==> src/rtl/abd_pkg.sv <==
package abd_pkg;

    // Low bit periods in the calibration character's opening run
    // (start bit plus five zero data bits of an ASCII space).
    localparam int LOW_RUN_BITS = 6;

    // Added to the run length before division so the quotient rounds to nearest.
    localparam int ROUND_BIAS = LOW_RUN_BITS / 2;

    typedef enum logic [1:0] {
        ST_IDLE  = 2'd0,  // waiting for enough high cycles
        ST_ARMED = 2'd1,  // idle satisfied, waiting for start bit
        ST_MEAS  = 2'd2,  // counting the low run
        ST_DIV   = 2'd3   // dividing, line ignored
    } abd_state_e;

    typedef struct packed {
        logic start;      // launch division
        logic err;        // run rejected
    } abd_evt_t;

endpackage

==> src/rtl/abd_sync.sv <==
module abd_sync #(
    parameter int   STAGES    = 2,
    parameter logic RESET_VAL = 1'b1
) (
    input  logic clk,
    input  logic rst,
    input  logic d,
    output logic q
);
    generate
        if (STAGES <= 1) begin : g_single
            logic s_q;
            always_ff @(posedge clk) begin
                if (rst) s_q <= RESET_VAL;
                else     s_q <= d;
            end
            assign q = s_q;
        end else begin : g_chain
            logic [STAGES-1:0] pipe_q;
            always_ff @(posedge clk) begin
                if (rst) pipe_q <= {STAGES{RESET_VAL}};
                else     pipe_q <= {pipe_q[STAGES-2:0], d};
            end
            assign q = pipe_q[STAGES-1];
        end
    endgenerate
endmodule

==> src/rtl/abd_ctrl.sv <==
module abd_ctrl
    import abd_pkg::*;
#(
    parameter int CNT_W    = 16,
    parameter int MIN_IDLE = 64,
    parameter int MIN_LOW  = 12,
    parameter int MAX_LOW  = 60000
) (
    input  logic             clk,
    input  logic             rst,
    input  logic             rx_s,
    input  logic             div_done,
    output logic             div_start,
    output logic [CNT_W-1:0] run_len,
    output logic             run_err,
    output logic [CNT_W-1:0] meas_cnt,
    output logic             measuring
);
    localparam int IDLE_W = $clog2(MIN_IDLE + 1);
    localparam logic [CNT_W-1:0] CNT_MAX = {CNT_W{1'b1}};
    localparam logic [CNT_W-1:0] LIM_HI  = CNT_W'(MAX_LOW);
    localparam logic [CNT_W-1:0] LIM_LO  = CNT_W'(MIN_LOW);
    localparam logic [IDLE_W-1:0] IDLE_LAST = IDLE_W'(MIN_IDLE - 1);

    abd_state_e        state_q;
    logic [IDLE_W-1:0] idle_q;
    logic [CNT_W-1:0]  cnt_q;
    logic [CNT_W-1:0]  len_q;
    abd_evt_t          evt_q;
    logic              cnt_top;
    logic              out_of_win;

    assign cnt_top    = (cnt_q == CNT_MAX);
    assign out_of_win = (cnt_q > LIM_HI) || (cnt_q < LIM_LO);

    always_ff @(posedge clk) begin
        if (rst) begin
            state_q <= ST_IDLE;
            idle_q  <= '0;
            cnt_q   <= '0;
            len_q   <= '0;
            evt_q   <= '0;
        end else begin
            evt_q <= '0;
            unique case (state_q)
                ST_IDLE: begin
                    if (!rx_s) begin
                        idle_q <= '0;
                    end else if (idle_q == IDLE_LAST) begin
                        idle_q  <= '0;
                        state_q <= ST_ARMED;
                    end else begin
                        idle_q <= idle_q + 1'b1;
                    end
                end
                ST_ARMED: begin
                    if (!rx_s) begin
                        cnt_q   <= CNT_W'(1);
                        state_q <= ST_MEAS;
                    end
                end
                ST_MEAS: begin
                    if (!rx_s) begin
                        if (!cnt_top) cnt_q <= cnt_q + 1'b1;
                    end else begin
                        cnt_q <= '0;
                        if (out_of_win) begin
                            evt_q.err <= 1'b1;
                            state_q   <= ST_IDLE;
                        end else begin
                            len_q       <= cnt_q;
                            evt_q.start <= 1'b1;
                            state_q     <= ST_DIV;
                        end
                    end
                end
                ST_DIV: begin
                    if (div_done) state_q <= ST_IDLE;
                end
                default: state_q <= ST_IDLE;
            endcase
        end
    end

    assign div_start = evt_q.start;
    assign run_err   = evt_q.err;
    assign run_len   = len_q;
    assign meas_cnt  = cnt_q;
    assign measuring = (state_q == ST_MEAS);
endmodule

==> src/rtl/abd_div.sv <==
module abd_div #(
    parameter int NUM_W   = 17,
    parameter int OUT_W   = 16,
    parameter int DIVISOR = 6
) (
    input  logic             clk,
    input  logic             rst,
    input  logic             start,
    input  logic [NUM_W-1:0] num,
    output logic             done,
    output logic [OUT_W-1:0] quot
);
    localparam int REM_W  = $clog2(DIVISOR) + 1;
    localparam int STEP_W = $clog2(NUM_W + 1);
    localparam logic [REM_W-1:0] DIV_V = REM_W'(DIVISOR);

    logic [NUM_W-1:0]  dvd_q;
    logic [OUT_W-1:0]  quo_q;
    logic [REM_W-1:0]  rem_q;
    logic [STEP_W-1:0] step_q;
    logic              run_q;
    logic              done_q;
    logic [REM_W-1:0]  rem_sh;
    logic              fits;
    logic [REM_W-1:0]  rem_nx;

    always_comb begin
        rem_sh = {rem_q[REM_W-2:0], dvd_q[NUM_W-1]};
        fits   = (rem_sh >= DIV_V);
        rem_nx = fits ? (rem_sh - DIV_V) : rem_sh;
    end

    always_ff @(posedge clk) begin
        if (rst) begin
            dvd_q  <= '0;
            quo_q  <= '0;
            rem_q  <= '0;
            step_q <= '0;
            run_q  <= 1'b0;
            done_q <= 1'b0;
        end else begin
            done_q <= 1'b0;
            if (start && !run_q) begin
                dvd_q  <= num;
                quo_q  <= '0;
                rem_q  <= '0;
                step_q <= STEP_W'(NUM_W);
                run_q  <= 1'b1;
            end else if (run_q) begin
                dvd_q  <= dvd_q << 1;
                quo_q  <= {quo_q[OUT_W-2:0], fits};
                rem_q  <= rem_nx;
                step_q <= step_q - 1'b1;
                if (step_q == STEP_W'(1)) begin
                    run_q  <= 1'b0;
                    done_q <= 1'b1;
                end
            end
        end
    end

    assign done = done_q;
    assign quot = quo_q;
endmodule

==> src/rtl/baud_sense.sv <==
module baud_sense
    import abd_pkg::*;
#(
    parameter int CNT_W       = 16,
    parameter int SYNC_STAGES = 2,
    parameter int MIN_IDLE    = 64,
    parameter int MIN_LOW     = 12,
    parameter int MAX_LOW     = 60000
) (
    input  logic             clk,
    input  logic             rst,
    input  logic             rxd,
    output logic [CNT_W-1:0] period,
    output logic             period_vld,
    output logic             run_err
);
    localparam int NUM_W = CNT_W + 1;

    logic             rx_s;
    logic             div_start;
    logic             div_done;
    logic [CNT_W-1:0] run_len;
    logic [NUM_W-1:0] div_num;
    logic [CNT_W-1:0] div_quot;
    logic [CNT_W-1:0] meas_cnt;
    logic             measuring;
    logic [CNT_W-1:0] period_q;
    logic             vld_q;

    abd_sync #(.STAGES(SYNC_STAGES), .RESET_VAL(1'b1)) u_sync (
        .clk (clk),
        .rst (rst),
        .d   (rxd),
        .q   (rx_s)
    );

    abd_ctrl #(
        .CNT_W    (CNT_W),
        .MIN_IDLE (MIN_IDLE),
        .MIN_LOW  (MIN_LOW),
        .MAX_LOW  (MAX_LOW)
    ) u_ctrl (
        .clk       (clk),
        .rst       (rst),
        .rx_s      (rx_s),
        .div_done  (div_done),
        .div_start (div_start),
        .run_len   (run_len),
        .run_err   (run_err),
        .meas_cnt  (meas_cnt),
        .measuring (measuring)
    );

    assign div_num = {1'b0, run_len} + NUM_W'(ROUND_BIAS);

    abd_div #(.NUM_W(NUM_W), .OUT_W(CNT_W), .DIVISOR(LOW_RUN_BITS)) u_div (
        .clk   (clk),
        .rst   (rst),
        .start (div_start),
        .num   (div_num),
        .done  (div_done),
        .quot  (div_quot)
    );

    always_ff @(posedge clk) begin
        if (rst) begin
            period_q <= '0;
            vld_q    <= 1'b0;
        end else begin
            vld_q <= div_done;
            if (div_done) period_q <= div_quot;
        end
    end

    assign period     = period_q;
    assign period_vld = vld_q;
endmodule

==> config.mk <==
export PLATFORM = sky130hd
export DESIGN_NAME = baud_sense
export DESIGN_NICKNAME = d
export VERILOG_FILES = /design/src/rtl/abd_pkg.sv /design/src/rtl/abd_sync.sv /design/src/rtl/abd_ctrl.sv /design/src/rtl/abd_div.sv /design/src/rtl/baud_sense.sv
export SDC_FILE = /design/constraint.sdc
export NUM_CORES = 1
export LEC_CHECK = 0
export BUFFER_PORTS_ARGS = -buffer_cell sky130_fd_sc_hd__buf_2
export CAP_MARGIN = 10
export CORE_MARGIN = 2
export CORE_UTILIZATION = 55
export DETAILED_ROUTE_END_ITERATION = 7
export PLACE_DENSITY_LB_ADDON = 0.25
export SLEW_MARGIN = 10
export SYNTH_ARGS = -nofsm -noshare
export SYNTH_HDL_FRONTEND = slang
export SYNTH_SLANG_ARGS = --single-unit
==> constraint.sdc <==
create_clock -name clk -period 5.2 [get_ports clk]
set_input_delay 0.26 -clock clk [delete_from_list [all_inputs] [get_ports clk]]
set_output_delay 0.26 -clock clk [all_outputs]
set_load 0.1 [all_outputs]
=== Word level (Yosys, flattened, before mapping) ===
Index checks and enable logic that the tools add are counted.

* Input bits: 3
* Bits in registers: 105

* Order comparisons: 3
* Multiplexer cells: 24
* Bitwise gates (word level): 4
* Equality and inequality tests: 12
* Reduce and logical (&&, ||, !) cells: 12
* Add/subtract/negate cells: 5

{| class="wikitable"
|+ Operator list
! operator !! number
|-
| 16-bit 2-to-1 mux || 3
|-
| 17-bit 2-to-1 mux || 2
|-
| 16-bit case mux with 2 select lines || 1
|-
| 16-bit by 2-bit adder with 17-bit output, second input constant || 1
|-
| 16-bit by 1-bit adder with 16-bit output, second input constant || 1
|-
| 16-bit equality test, second input constant || 1
|-
| 16-bit greater-than comparator, second input constant || 1
|-
| 16-bit by 4-bit < comparator with 1-bit output, second input constant || 1
|-
| 7-bit 2-to-1 mux || 2
|-
| 2-bit 2-to-1 mux || 6
|-
| 5-bit 2-to-1 mux || 2
|-
| 2-bit case mux with 4 select lines || 1
|-
| 7-bit by 1-bit adder with 7-bit output, second input constant || 1
|-
| 7-bit by 6-bit equality test with 1-bit output, second input constant || 1
|-
| 1-bit 2-to-1 mux || 6
|-
| 2-bit by 1-bit != test with 1-bit output, second input constant || 3
|-
| 3-bit AND reduction || 2
|-
| 3-bit OR reduction || 2
|-
| 5-bit by 1-bit equality test with 1-bit output, second input constant || 1
|-
| 5-bit AND reduction || 1
|-
| 5-bit by 1-bit subtractor with 5-bit output, second input constant || 1
|-
| 2-bit equality test, second input constant || 2
|-
| 4-bit by 3-bit >= comparator with 1-bit output, second input constant || 1
|-
| 2-bit != test, second input constant || 2
|-
| 11 further kinds || 15
|}

=== Logic depth before layout (Yosys ltp) ===
Gate-level depths: netlist (run 1).

* Word-level depth: 5
* Gate-level depth with buffers: 8
* Mapped depth without buffers: 7

=== Hierarchy ===
Synthesis (run 1) repeated with hierarchy kept, for this count alone.

* Cell total of the unflattened synthesis: 557
* Area, all modules: 5077.4 um^2

{| class="wikitable"
|+ By module, submodules not included
! module !! area an instance (um^2) !! cells an instance !! instances
|-
| abd_ctrl || 2268.4 || 263 || 1
|-
| abd_div || 1810.5 || 191 || 1
|-
| baud_sense || 945.9 || 99 || 1
|-
| abd_sync || 52.6 || 4 || 1
|}

=== Least setup slack after synthesis (run 1) ===
Ideal clock, no wire load.

* Path kind: reg-to-reg
* From: register u_ctrl.cnt_q[8], in the netlist u_ctrl.meas_cnt[8]
* To: register u_ctrl.len_q[10], in the netlist u_ctrl.run_len[10]
* Setup time: 0.072 ns
* Path slack: 3.071 ns
* Clock period less this slack: 2.129 ns
* Path buffers: 2
* Stages on the path, launching flop included: 8
* Data required time: 5.128 ns
* Arrival: 2.057 ns
* Cell sequence: dfxtp_1 > buf_6 > or4_4 > nor2_8 > a211oi_4 > a311oi_4 > buf_6 > mux2i_1

* Cells in the longest elaborated chain, start to end: 4
* Elaborated cells on any way between the ends: 5
* Those cells by class: order compare: 2; bitwise: 1; reduce/logical: 2

{| class="wikitable"
|+ RTL lines
! what !! line !! source
|-
| from (decl) || abd_ctrl.sv:27 || <nowiki>logic [CNT_W-1:0] cnt_q;</nowiki>
|-
| from (signal assigned) || abd_ctrl.sv:64 || <nowiki>if (!cnt_top) cnt_q <= cnt_q + 1'b1;</nowiki>
|-
| 16-bit greater-than comparator or 16-bit by 4-bit < comparator with 1-bit output (tied branches) || abd_ctrl.sv:34 || <nowiki>assign out_of_win = (cnt_q > LIM_HI) || (cnt_q < LIM_LO);</nowiki>
|-
| 1-bit logical OR * || abd_ctrl.sv:34 ||
|-
| 1-bit NOT (no source line) * || - ||
|-
| 3-bit AND reduction (no source line) * || - ||
|-
| to (signal assigned) || abd_ctrl.sv:71 || <nowiki>len_q <= cnt_q;</nowiki>
|-
| to (decl) || abd_ctrl.sv:28 || <nowiki>logic [CNT_W-1:0] len_q;</nowiki>
|}

Every way passes the cells marked *; elsewhere a longest branch is shown, timed or not.
A chain may end at the register's enable or synchronous reset.

=== Worst setup path after layout (run 1) ===
* From: register u_ctrl.cnt_q[7], in the netlist u_ctrl.meas_cnt[7]
* To: register u_ctrl.len_q[7], in the netlist u_ctrl.run_len[7]

* Cells in the longest elaborated chain, start to end: 4
* Elaborated cells on any way between the ends: 5
* Those cells by class: order compare: 2; bitwise: 1; reduce/logical: 2

{| class="wikitable"
|+ RTL lines
! what !! line
|-
| 16-bit greater-than comparator or 16-bit by 4-bit < comparator with 1-bit output (tied branches) || abd_ctrl.sv:34
|-
| 1-bit logical OR || abd_ctrl.sv:34
|-
| 1-bit NOT (no source line) || -
|-
| 3-bit AND reduction (no source line) || -
|}

Several ways; a longest one is shown, not always the timed one.

==> impl_metrics.json, run 1 <==
{
  "final_util": 0.605,
  "grt_pass1_wl_um": 16900,
  "required_ns": 5.48,
  "reg2reg_slack_ns": 2.65,
  "cp.buffers_inverters": 0,
  "rsz0062_at_grt": "false",
  "htree_levels": 3,
  "fin_nets": 557,
  "ys.flop_type": "dfxtp_1",
  "via_per_inst": 5.73,
  "drive_above_1_share": 0.0958,
  "fin_hold_ws_ns": 0.0731,
  "cts_resized": 0,
  "cts_buffers": 9,
  "cts.path.max_buffers": 2,
  "power.density_nw_per_um2": 270,
  "area_delta_synth_final_pct": 6.54,
  "crit_path_end": "u_ctrl.run_len[7]",
  "synth-async-reset-ratio": 0,
  "clk_pin_slew_ns": 0.11,
  "cts_hold_buf": 0,
  "antenna_cells": 0,
  "min_path_type": "in2reg",
  "ys_seq_area_frac": 0.424,
  "fill_cells": 778,
  "wl_per_cell_um": 14.4,
  "postCtsSetupRepairBufs": 0,
  "drt_iter0_drc": 160,
  "synth_cell_type_count": 66,
  "drt-pass1-iter-count": 4,
  "r2r-start": "u_ctrl.meas_cnt[7]",
  "syn_area_sq_um": 4950,
  "dpl-instance-area_sq_um": 5040,
  "synth_edf_count": 0,
  "grt_overflow": 0,
  "ys_ff_latch": 105,
  "crit_type": "reg2reg",
  "ant_nets": 0,
  "crit_path_max_incr_delay_ns": 0.96,
  "cts_num_sinks": 105,
  "startpoint_type": "flip-flop",
  "p_leak_nw": 1.78,
  "gp_congestion": 0.947,
  "syn_area_per_cell_sq_um": 8.96,
  "critPathTopFamily": "compound AO/OA/AOI/OAI gates",
  "finalMaxSlewViolations": 0,
  "worst-path-stages": 5,
  "core_sq_um": 8720,
  "tightest_slew_ns": 1.11,
  "grt_max_degree": 88,
  "post_layout_nonfiller_instances": 661,
  "hold_viol": 0,
  "grt_pass1_vias": 3669,
  "setup_violations": 0,
  "max_freq_mhz": 393,
  "fin_skew_ns": 0.0141,
  "design_area_sq_um": 5280,
  "slew_headroom": 0.261,
  "p_sw_frac": 0.227,
  "tns_ns": 0,
  "clock_latency_ns": 0.37,
  "cts_tree": "yes",
  "portBuffers": 20,
  "drv_cap": 0,
  "p_int_mw": 1.10,
  "p_seq_frac": 0.570,
  "grt_use_total": 0.206,
  "clkPwrFrac": 0.402,
  "cp_max_fo": 18,
  "routed_wl_um": 9520,
  "min_period_over_period": 0.490,
  "placed_cells": 645,
  "cpMaxStageDelayCell": "a311oi_4",
  "antenna_found_initial": 0,
  "dieArea_sq_um": 9780,
  "die_w_um": 98.9,
  "cp-end-kind": "flip-flop",
  "fin_crit_ns": 2.55,
  "r2r_end": "u_ctrl.run_len[7]",
  "die_height_um": 98.9,
  "io_pins": 21,
  "reg2regPathDepth": 5,
  "syn_inst": 553,
  "vias": 3786,
  "start_util": 0.568,
  "std_cell_rows": 34,
  "cp_data_arrival_time_ns": 2.83,
  "p_sw_uw": 324,
  "route.detailed.drc": 0,
  "synthesis.nets": 562,
  "hpwl_um": 6390,
  "p_comb_frac": 0.028,
  "root_buffer": "clkbuf_8",
  "startpoint": "u_ctrl.meas_cnt[7]",
  "cp_cell_sequence": "or4_4 -> nor2_8 -> a211oi_4 -> a311oi_4 -> mux2i_1",
  "synth_warnings": 0,
  "status": "finished clean",
  "ir_worst_vdd_mv": 0.203
}
routing by layer:
layer / global-route usage / up-vias / part of all wire
met5: 0 / - / 0
met4: 0.0548 / 0 / 0.014
met3: 0.0461 / 14 / 0.032
met2: 0.337 / 55 / 0.47
met1: 0.277 / 1781 / 0.48
li1: - / 1936 / -
metrics by stage:
stage          worst slack [ns]  total power [mW]
5_1_grt                    2.49              1.48
2_1_floorplan              3.07             0.864
4_1_cts                    2.60              1.44
3_3_place_gp               2.68             0.870
6_report                   2.65              1.43
3_5_place_dp               2.59             0.872
kinds of logic after synthesis:
group / synth area share
AOI/OAI and AO/OA: 0.137
xor gates and xnor gates: 0.0424
adders and majority gates: 0.0152
buffers and inverters: 0.0402
DFF: 0.424
muxes: 0.104
and+or+nand+nor: 0.237
layout by cell type, fill, tap and decap left out, types with 12 or more instances in the layout:
cell        n
nand3_1    13
nand2_1    27
a21oi_1    36
o21ai_0    13
xnor2_1    12
nor3_1     13
mux2i_1    49
xor2_1     12
buf_2      20
nand2b_1   34
a211oi_1   12
dfxtp_1   104
nor2_1     73
worst min path at each step:
stage	start	endpoint	slack [ns]	cells past startpoint
after CTS	rxd	u_sync.g_chain.pipe_q[0]	0.06	2
after global routing	rxd	u_sync.g_chain.pipe_q[0]	0.07	2
after global placement	u_sync.g_chain.pipe_q[0]	u_sync.g_chain.pipe_q[1]	0.41	1
final	rxd	u_sync.g_chain.pipe_q[0]	0.07	2
after detailed placement	u_sync.g_chain.pipe_q[0]	u_sync.g_chain.pipe_q[1]	0.41	1
after floorplan	rxd	u_sync.g_chain.pipe_q[0]	0.36	1
worst reg2reg max path, delay by kind of cell (launching register included):
kind               cells  cell delay, ns
AOI/OAI and AO/OA      2            1.05
muxes                  1            0.28
and+or+nand+nor        2            0.73
DFF                    1            0.39
state kept, by name, summed over array words and instances, names as in the netlist:
register and count:
u_div.step_q 5, u_ctrl.run_len 16, period 16, u_div.done 1
u_ctrl.meas_cnt 16, u_sync.g_chain.pipe_q 2, u_ctrl.div_start 1, period_vld 1
u_ctrl.state_q 2, u_div.run_q 1, u_div.dvd_q 17, u_ctrl.idle_q 7
u_div.rem_q 3, u_ctrl.run_err 1, u_div.quot 16
cell type report:
class                           count  area, sq um  area share
Clock inverter                      7          110      0.0209
Sequential cell                   105         2100       0.399
Inverter                           10         37.5     0.00711
Tap cell                          108          135      0.0256
Clock buffer                        9          124      0.0235
Timing Repair Buffer               22          115      0.0218
Multi-Input combinational cell    400         2650       0.503
cell usage after synthesis, types with 2 or more instances:
master	n	area [sq um]
a211o_1	3	26.3
a211oi_1	12	90.1
a21o_1	3	22.5
a21oi_1	36	180
a22o_1	2	17.5
a31oi_1	5	31.3
and2_1	2	12.5
and3_1	5	31.3
and3b_1	2	17.5
and4_1	3	26.3
buf_1	7	26.3
buf_2	3	15.0
buf_6	2	22.5
clkbuf_1	26	97.6
dfxtp_1	105	2100
ha_1	6	75.1
inv_1	10	37.5
mux2_2	2	22.5
mux2i_1	49	490
nand2_1	27	101
nand2b_1	34	213
nand3_1	13	65.1
nand3b_1	4	30.0
nand4_1	10	62.6
nand4b_1	2	17.5
nor2_1	73	274
nor2b_1	5	31.3
nor3_1	13	65.1
nor3b_1	10	75.1
o2111ai_1	2	17.5
o21ai_0	13	65.1
o22ai_1	5	31.3
or2_2	2	12.5
or3_1	3	18.8
xnor2_1	12	105
xor2_1	12	105
power groups by stage:
stage | Clock [mW] | Sequential [mW] | Combinational, mW
detailed placement | 0 | 0.832 | 0.0395
floorplan | 0 | 0.830 | 0.0345
CTS | 0.587 | 0.814 | 0.0398
global route | 0.617 | 0.815 | 0.0444
global placement | 0 | 0.832 | 0.0388
finish | 0.574 | 0.814 | 0.0397
No activity file was read; power rests on OpenSTA's default activity.
==> inputs of run 2 (changes only) <==
==> constraint.sdc (replaced) <==
create_clock -name clk -period 2.05 [get_ports clk]
set_input_delay 0.1025 -clock clk [delete_from_list [all_inputs] [get_ports clk]]
set_output_delay 0.1025 -clock clk [all_outputs]
set_load 0.1 [all_outputs]
==> impl_metrics.json, run 2 (same netlist as run 1, synthesis figures left out) <==
{
  "hpwl_um": 6910,
  "tns_ns": 0,
  "required_ns": 2.32,
  "p_comb_frac": 0.038,
  "antenna_found_initial": 0,
  "final_common_cell": "dfxtp_1",
  "cts_tree": "yes",
  "gp_congestion": 0.976,
  "postCtsSetupRepairBufs": 0,
  "wl_per_cell_um": 14.5,
  "final_cell_mix": "104 x dfxtp_1, 73 x nor2_1, 49 x mux2i_1",
  "die_height_um": 98.9,
  "cp_max_fo": 9,
  "multi_input_area_sq_um": 2650,
  "grt_overflow": 0,
  "route.detailed.drc": 0,
  "placed_cells": 670,
  "status": "finished clean",
  "drive_above_1_share": 0.135,
  "start_util": 0.568,
  "crit_type": "reg2reg",
  "grt_pass1_vias": 3727,
  "slew_headroom": 0.569,
  "p_int_mw": 2.58,
  "cp_data_arrival_time_ns": 2.16,
  "finalMaxSlewViolations": 0,
  "p_leak_nw": 1.91,
  "htree_levels": 3,
  "largest_reg_flops": 17,
  "std_cell_rows": 34,
  "io_pins": 21,
  "fill_cells": 750,
  "fin_nets": 583,
  "min_from": "rst",
  "clock_latency_ns": 0.37,
  "cp-end-kind": "flip-flop",
  "grt_pass1_wl_um": 17200,
  "dieArea_sq_um": 9780,
  "hold_viol": 0,
  "startpoint": "u_ctrl.meas_cnt[5]",
  "routed_wl_um": 9950,
  "design_area_sq_um": 5460,
  "setup_violations": 0,
  "final_util": 0.626,
  "regArea_sq_um": 2100,
  "via_per_inst": 5.66,
  "top_register": "u_div.dvd_q",
  "fin_crit_ns": 1.90,
  "ir_worst_vdd_mv": 0.339,
  "cts_buffers": 9,
  "post_layout_nonfiller_instances": 687,
  "cts.path.max_buffers": 2,
  "startpoint_type": "flip-flop",
  "power.density_nw_per_um2": 632,
  "root_buffer": "clkbuf_8",
  "ant_nets": 0,
  "grt_use_total": 0.211,
  "min_path_type": "in2reg",
  "die_w_um": 98.9,
  "drt_iter0_drc": 141,
  "p_sw_uw": 867,
  "p_seq_frac": 0.596,
  "portBuffers": 20,
  "max_freq_mhz": 528,
  "dpl-instance-area_sq_um": 5260,
  "r2r-start": "u_ctrl.meas_cnt[5]",
  "drt-pass1-iter-count": 5,
  "cts_num_sinks": 105,
  "rsz0062_at_grt": "false",
  "vias": 3886,
  "area_delta_synth_final_pct": 10.2,
  "clk_pin_slew_ns": 0.11,
  "fin_skew_ns": 0.0106,
  "p_sw_frac": 0.251,
  "min_period_over_period": 0.925,
  "core_sq_um": 8720,
  "tightest_slew_ns": 0.646,
  "drv_cap": 0,
  "grt_max_degree": 52,
  "antenna_cells": 0,
  "clkPwrFrac": 0.366
}
## run 2: critical path: stages (launching register included)
cell,delay (ns)
dfxtp_1,0.51
and3_1,0.27
nand4_1,0.21
a2111oi_0,0.58
xnor2_1,0.18
nor2_1,0.05
## run 2: area by class of cell
cell class | instances | share of cell area
multi-input cells | 400 | 0.486
flip-flops and latches | 105 | 0.385
repair buffers | 48 | 0.0619
well taps | 108 | 0.0247
clock buffers | 9 | 0.0227
clock inverters | 7 | 0.0128
inverters | 10 | 0.00687
## run 2: layer usage
| layer | vias to the layer above | track usage | wire [um] |
|---|---|---|---|
| met5 | - | 0 | 0 |
| met4 | 0 | 0.0959 | 228 |
| met3 | 18 | 0.0248 | 317 |
| met2 | 66 | 0.338 | 4600 |
| met1 | 1819 | 0.288 | 4810 |
| li1 | 1983 | - | - |
## run 2: timing repair
| item | in CTS | in global routing |
|---|---|---|
| hold buffers | 1 | 0 |
| setup endpoints to repair | 0 | 3 |
| hold endpoints to repair | 1 | 0 |
| resized for setup | 0 | 2 |
## run 2: path summary, 6_finish.rpt
path | end | slack [ns] | depth (start not counted)
setup / recovery | u_ctrl.meas_cnt[13] | 0.15 | 5
hold / removal | period[10] | 0.08 | 2
setup reg to reg | u_ctrl.meas_cnt[13] | 0.15 | 5
hold reg to reg | u_sync.g_chain.pipe_q[1] | 0.44 | 1
## run 2: metrics by stage
| step | hold WS (ns) | setup WS, ns | total power, mW |
|---|---|---|---|
| floorplan | 0.206 | -0.0176 | 2.19 |
| global placement | 0.307 | 0.202 | 2.23 |
| detailed placement | 0.293 | 0.167 | 2.23 |
| CTS | 0.0738 | 0.145 | 3.47 |
| global route | 0.0881 | 0.0143 | 3.56 |
| finish | 0.0756 | 0.155 | 3.45 |
## run 2: power by group through the flow
stage                     clock network, mW  logic [mW]  registers [mW]
after floorplan                           0      0.0898            2.11
after global placement                    0       0.126            2.10
after detailed placement                  0       0.128            2.10
after CTS                              1.28       0.129            2.06
after global routing                   1.36       0.139            2.06
final                                  1.26       0.130            2.06
==> inputs of run 3 (changes only) <==
--- a/config.mk
+++ b/config.mk
@@ -5,6 +5,7 @@
 export SDC_FILE = /design/constraint.sdc
 export NUM_CORES = 1
 export LEC_CHECK = 0
+export ABC_AREA = 1
 export BUFFER_PORTS_ARGS = -buffer_cell sky130_fd_sc_hd__buf_2
 export CAP_MARGIN = 10
 export CORE_MARGIN = 2
==> impl_metrics.json, run 3 <==
{
  "status": "finished clean",
  "final_cell_mix": "173 x nand2_1, 108 x nor2_1, 105 x dfxtp_1",
  "fin_hold_ws_ns": 0.132,
  "grt_use_total": 0.222,
  "drt_iter0_drc": 210,
  "hold_viol": 0,
  "htree_levels": 3,
  "busiest_layer": "met2",
  "rsz0062_at_grt": "false",
  "cts_num_sinks": 105,
  "top_register": "u_div.dvd_q",
  "regArea_sq_um": 2100,
  "wl_per_cell_um": 12.7,
  "io_pins": 21,
  "use_met3": 0.0272,
  "p_int_mw": 2.53,
  "antenna_found_initial": 0,
  "p_leak_nw": 2.25,
  "synth_cell_type_count": 39,
  "die_w_um": 98.3,
  "grt_overflow": 0,
  "drt-pass1-iter-count": 4,
  "worst_path_most_repeated_cell": "nand2_2",
  "tns_ns": 0,
  "setup_violations": 0,
  "std_cell_rows": 34,
  "multi_input_area_sq_um": 2390,
  "crit_type": "reg2reg",
  "ys_top_cells_by_area": "dfxtp_1 43%, nand2_1 13%, nor2_1 8.3%",
  "netlist.area_leader.share": 0.429,
  "crit_path_max_incr_delay_ns": 0.44,
  "syn_inst": 697,
  "post-place-ws_ns": 0.221,
  "cpMaxStageDelayCell": "dfxtp_1",
  "dieArea_sq_um": 9670,
  "grt_pass1_vias": 4140,
  "p_sw_uw": 809,
  "fin_crit_ns": 1.82,
  "cp-end-kind": "flip-flop",
  "fin_nets": 725,
  "portBuffers": 20,
  "min_path_type": "in2reg",
  "core_sq_um": 8680,
  "required_ns": 2.31,
  "cts_tree": "yes",
  "route.detailed.drc": 0,
  "syn_area_per_cell_sq_um": 7.02,
  "synth-async-reset-ratio": 0,
  "hpwl_um": 7550,
  "fin_ws_ns": 0.231,
  "root_buffer": "clkbuf_8",
  "die_height_um": 98.3,
  "syn_area_sq_um": 4890,
  "clkPwrFrac": 0.366,
  "power.density_nw_per_um2": 631,
  "grt.met2_usage": 0.374,
  "yosysTopAreaCell": "dfxtp_1",
  "clk_pin_slew_ns": 0.10,
  "min_period_over_period": 0.887,
  "cp_data_arrival_time_ns": 2.08,
  "largest_reg_flops": 17,
  "fin_skew_ns": 0.0148,
  "synthMostInstantiatedCell": "nand2_1",
  "cts.path.max_buffers": 2,
  "synth_common_cells": "173 x nand2_1, 108 x nor2_1, 105 x dfxtp_1",
  "ys_ff_latch": 105,
  "drv_cap": 0,
  "via_per_inst": 5.30,
  "p_comb_frac": 0.019,
  "grt_max_degree": 45,
  "synthesis.nets": 706,
  "final_util": 0.610,
  "ys.flop_type": "dfxtp_1",
  "grt_pass1_wl_um": 18100,
  "ant_nets": 0,
  "synth_warnings": 0,
  "postCtsSetupRepairBufs": 0,
  "startpoint_type": "flip-flop",
  "finalMaxSlewViolations": 0,
  "gp_congestion": 0.948,
  "start_util": 0.564,
  "cp_cell_sequence": "ha_2 -> nand2_2 -> nor2_4 -> nand2_1 -> nor2_4 -> nand2_2 -> nand2_2 -> o21ai_0 -> nand2_1 -> nor2_1",
  "synth_edf_count": 0,
  "max_freq_mhz": 550,
  "drive_above_1_share": 0.110,
  "tightest_slew_ns": 0.487,
  "ir_worst_vdd_mv": 0.389,
  "cts_buffers": 9,
  "p_seq_frac": 0.614,
  "area_delta_synth_final_pct": 8.13,
  "routed_wl_um": 10500,
  "fill_cells": 844,
  "ys_seq_area_frac": 0.429,
  "p_sw_frac": 0.242,
  "slew_headroom": 0.675,
  "antenna_cells": 0,
  "met1_usage": 0.294,
  "clock_latency_ns": 0.37,
  "vias": 4391,
  "final_common_cell": "nand2_1",
  "cp_max_fo": 12
}
## run 3: cell count changes after synthesis, moves of 10 or more
cell | before | now
a211oi_1 | 12 | 1
a21oi_1 | 36 | 51
a22oi_1 | 0 | 15
clkbuf_1 | 26 | 16
inv_1 | 10 | 65
mux2i_1 | 49 | 0
nand2_1 | 27 | 173
nand2b_1 | 34 | 0
nand3_1 | 13 | 35
nor2_1 | 73 | 108
nor3b_1 | 10 | 0
o21ai_0 | 13 | 36
xnor2_1 | 12 | 2
## run 3: what timing repair did
action                                 CTS  global route
setup endpoints to repair                0             1
resized for setup                        0             1
hold buffers                             1             0
endpoints found under the hold margin    1             0
## run 3: cell type report
type                       instances  area share
clock buffer                      10      0.0241
clock inverter                     6      0.0113
inverter                          69      0.0489
multi-input combinational        496       0.452
sequential                       105       0.397
tap                              108      0.0255
timing repair buffer              35      0.0407
## run 3: cell families after synthesis
kind of cell	synth area share
DFF	0.429
xor gates and xnor gates	0.0107
AOI/OAI and AO/OA	0.143
and+or+nand+nor	0.320
adders and majority gates	0.0153
buffers and inverters	0.0821
## run 3: stage by stage
stage,area [sq um],cells,power (mW)
floorplan,4890,697,2.14
global placement,5090,812,2.16
detailed placement,5090,812,2.16
CTS,5290,829,3.37
global route,5290,829,3.46
finish,5290,829,3.34
## run 3: worst max-delay path: cells and delay by family (launching register included)
| family | cells | cell delay, ns |
|---|---|---|
| AO/OA/AOI/OAI | 1 | 0.12 |
| adder cells (fa/ha/maj) | 1 | 0.28 |
| flip-flops | 1 | 0.44 |
| AND/OR/NAND/NOR | 8 | 0.88 |
## run 3: path summary, 6_finish.rpt
check	start	endpoint	slack (ns)	depth (start not counted)
max reg2reg	u_ctrl.meas_cnt[0]	u_ctrl.meas_cnt[3]	0.23	10
min	rst	u_ctrl.meas_cnt[12]	0.13	2
max	u_ctrl.meas_cnt[0]	u_ctrl.meas_cnt[3]	0.23	10
min reg2reg	u_sync.g_chain.pipe_q[0]	u_sync.g_chain.pipe_q[1]	0.42	1
## run 3: metal layers
metal / vias up / share of wire
li1: 2295 / -
met1: 2003 / 0.48
met2: 75 / 0.47
met3: 18 / 0.032
met4: 0 / 0.020
met5: - / 0
## run 3: power groups by stage
stage / Combinational (mW) / Clock (mW) / Sequential [mW]
after global routing: 0.0712 / 1.33 / 2.06
after detailed placement: 0.0624 / 0 / 2.10
after CTS: 0.0639 / 1.25 / 2.05
after floorplan: 0.0453 / 0 / 2.10
after global placement: 0.0604 / 0 / 2.10
final: 0.0643 / 1.22 / 2.05
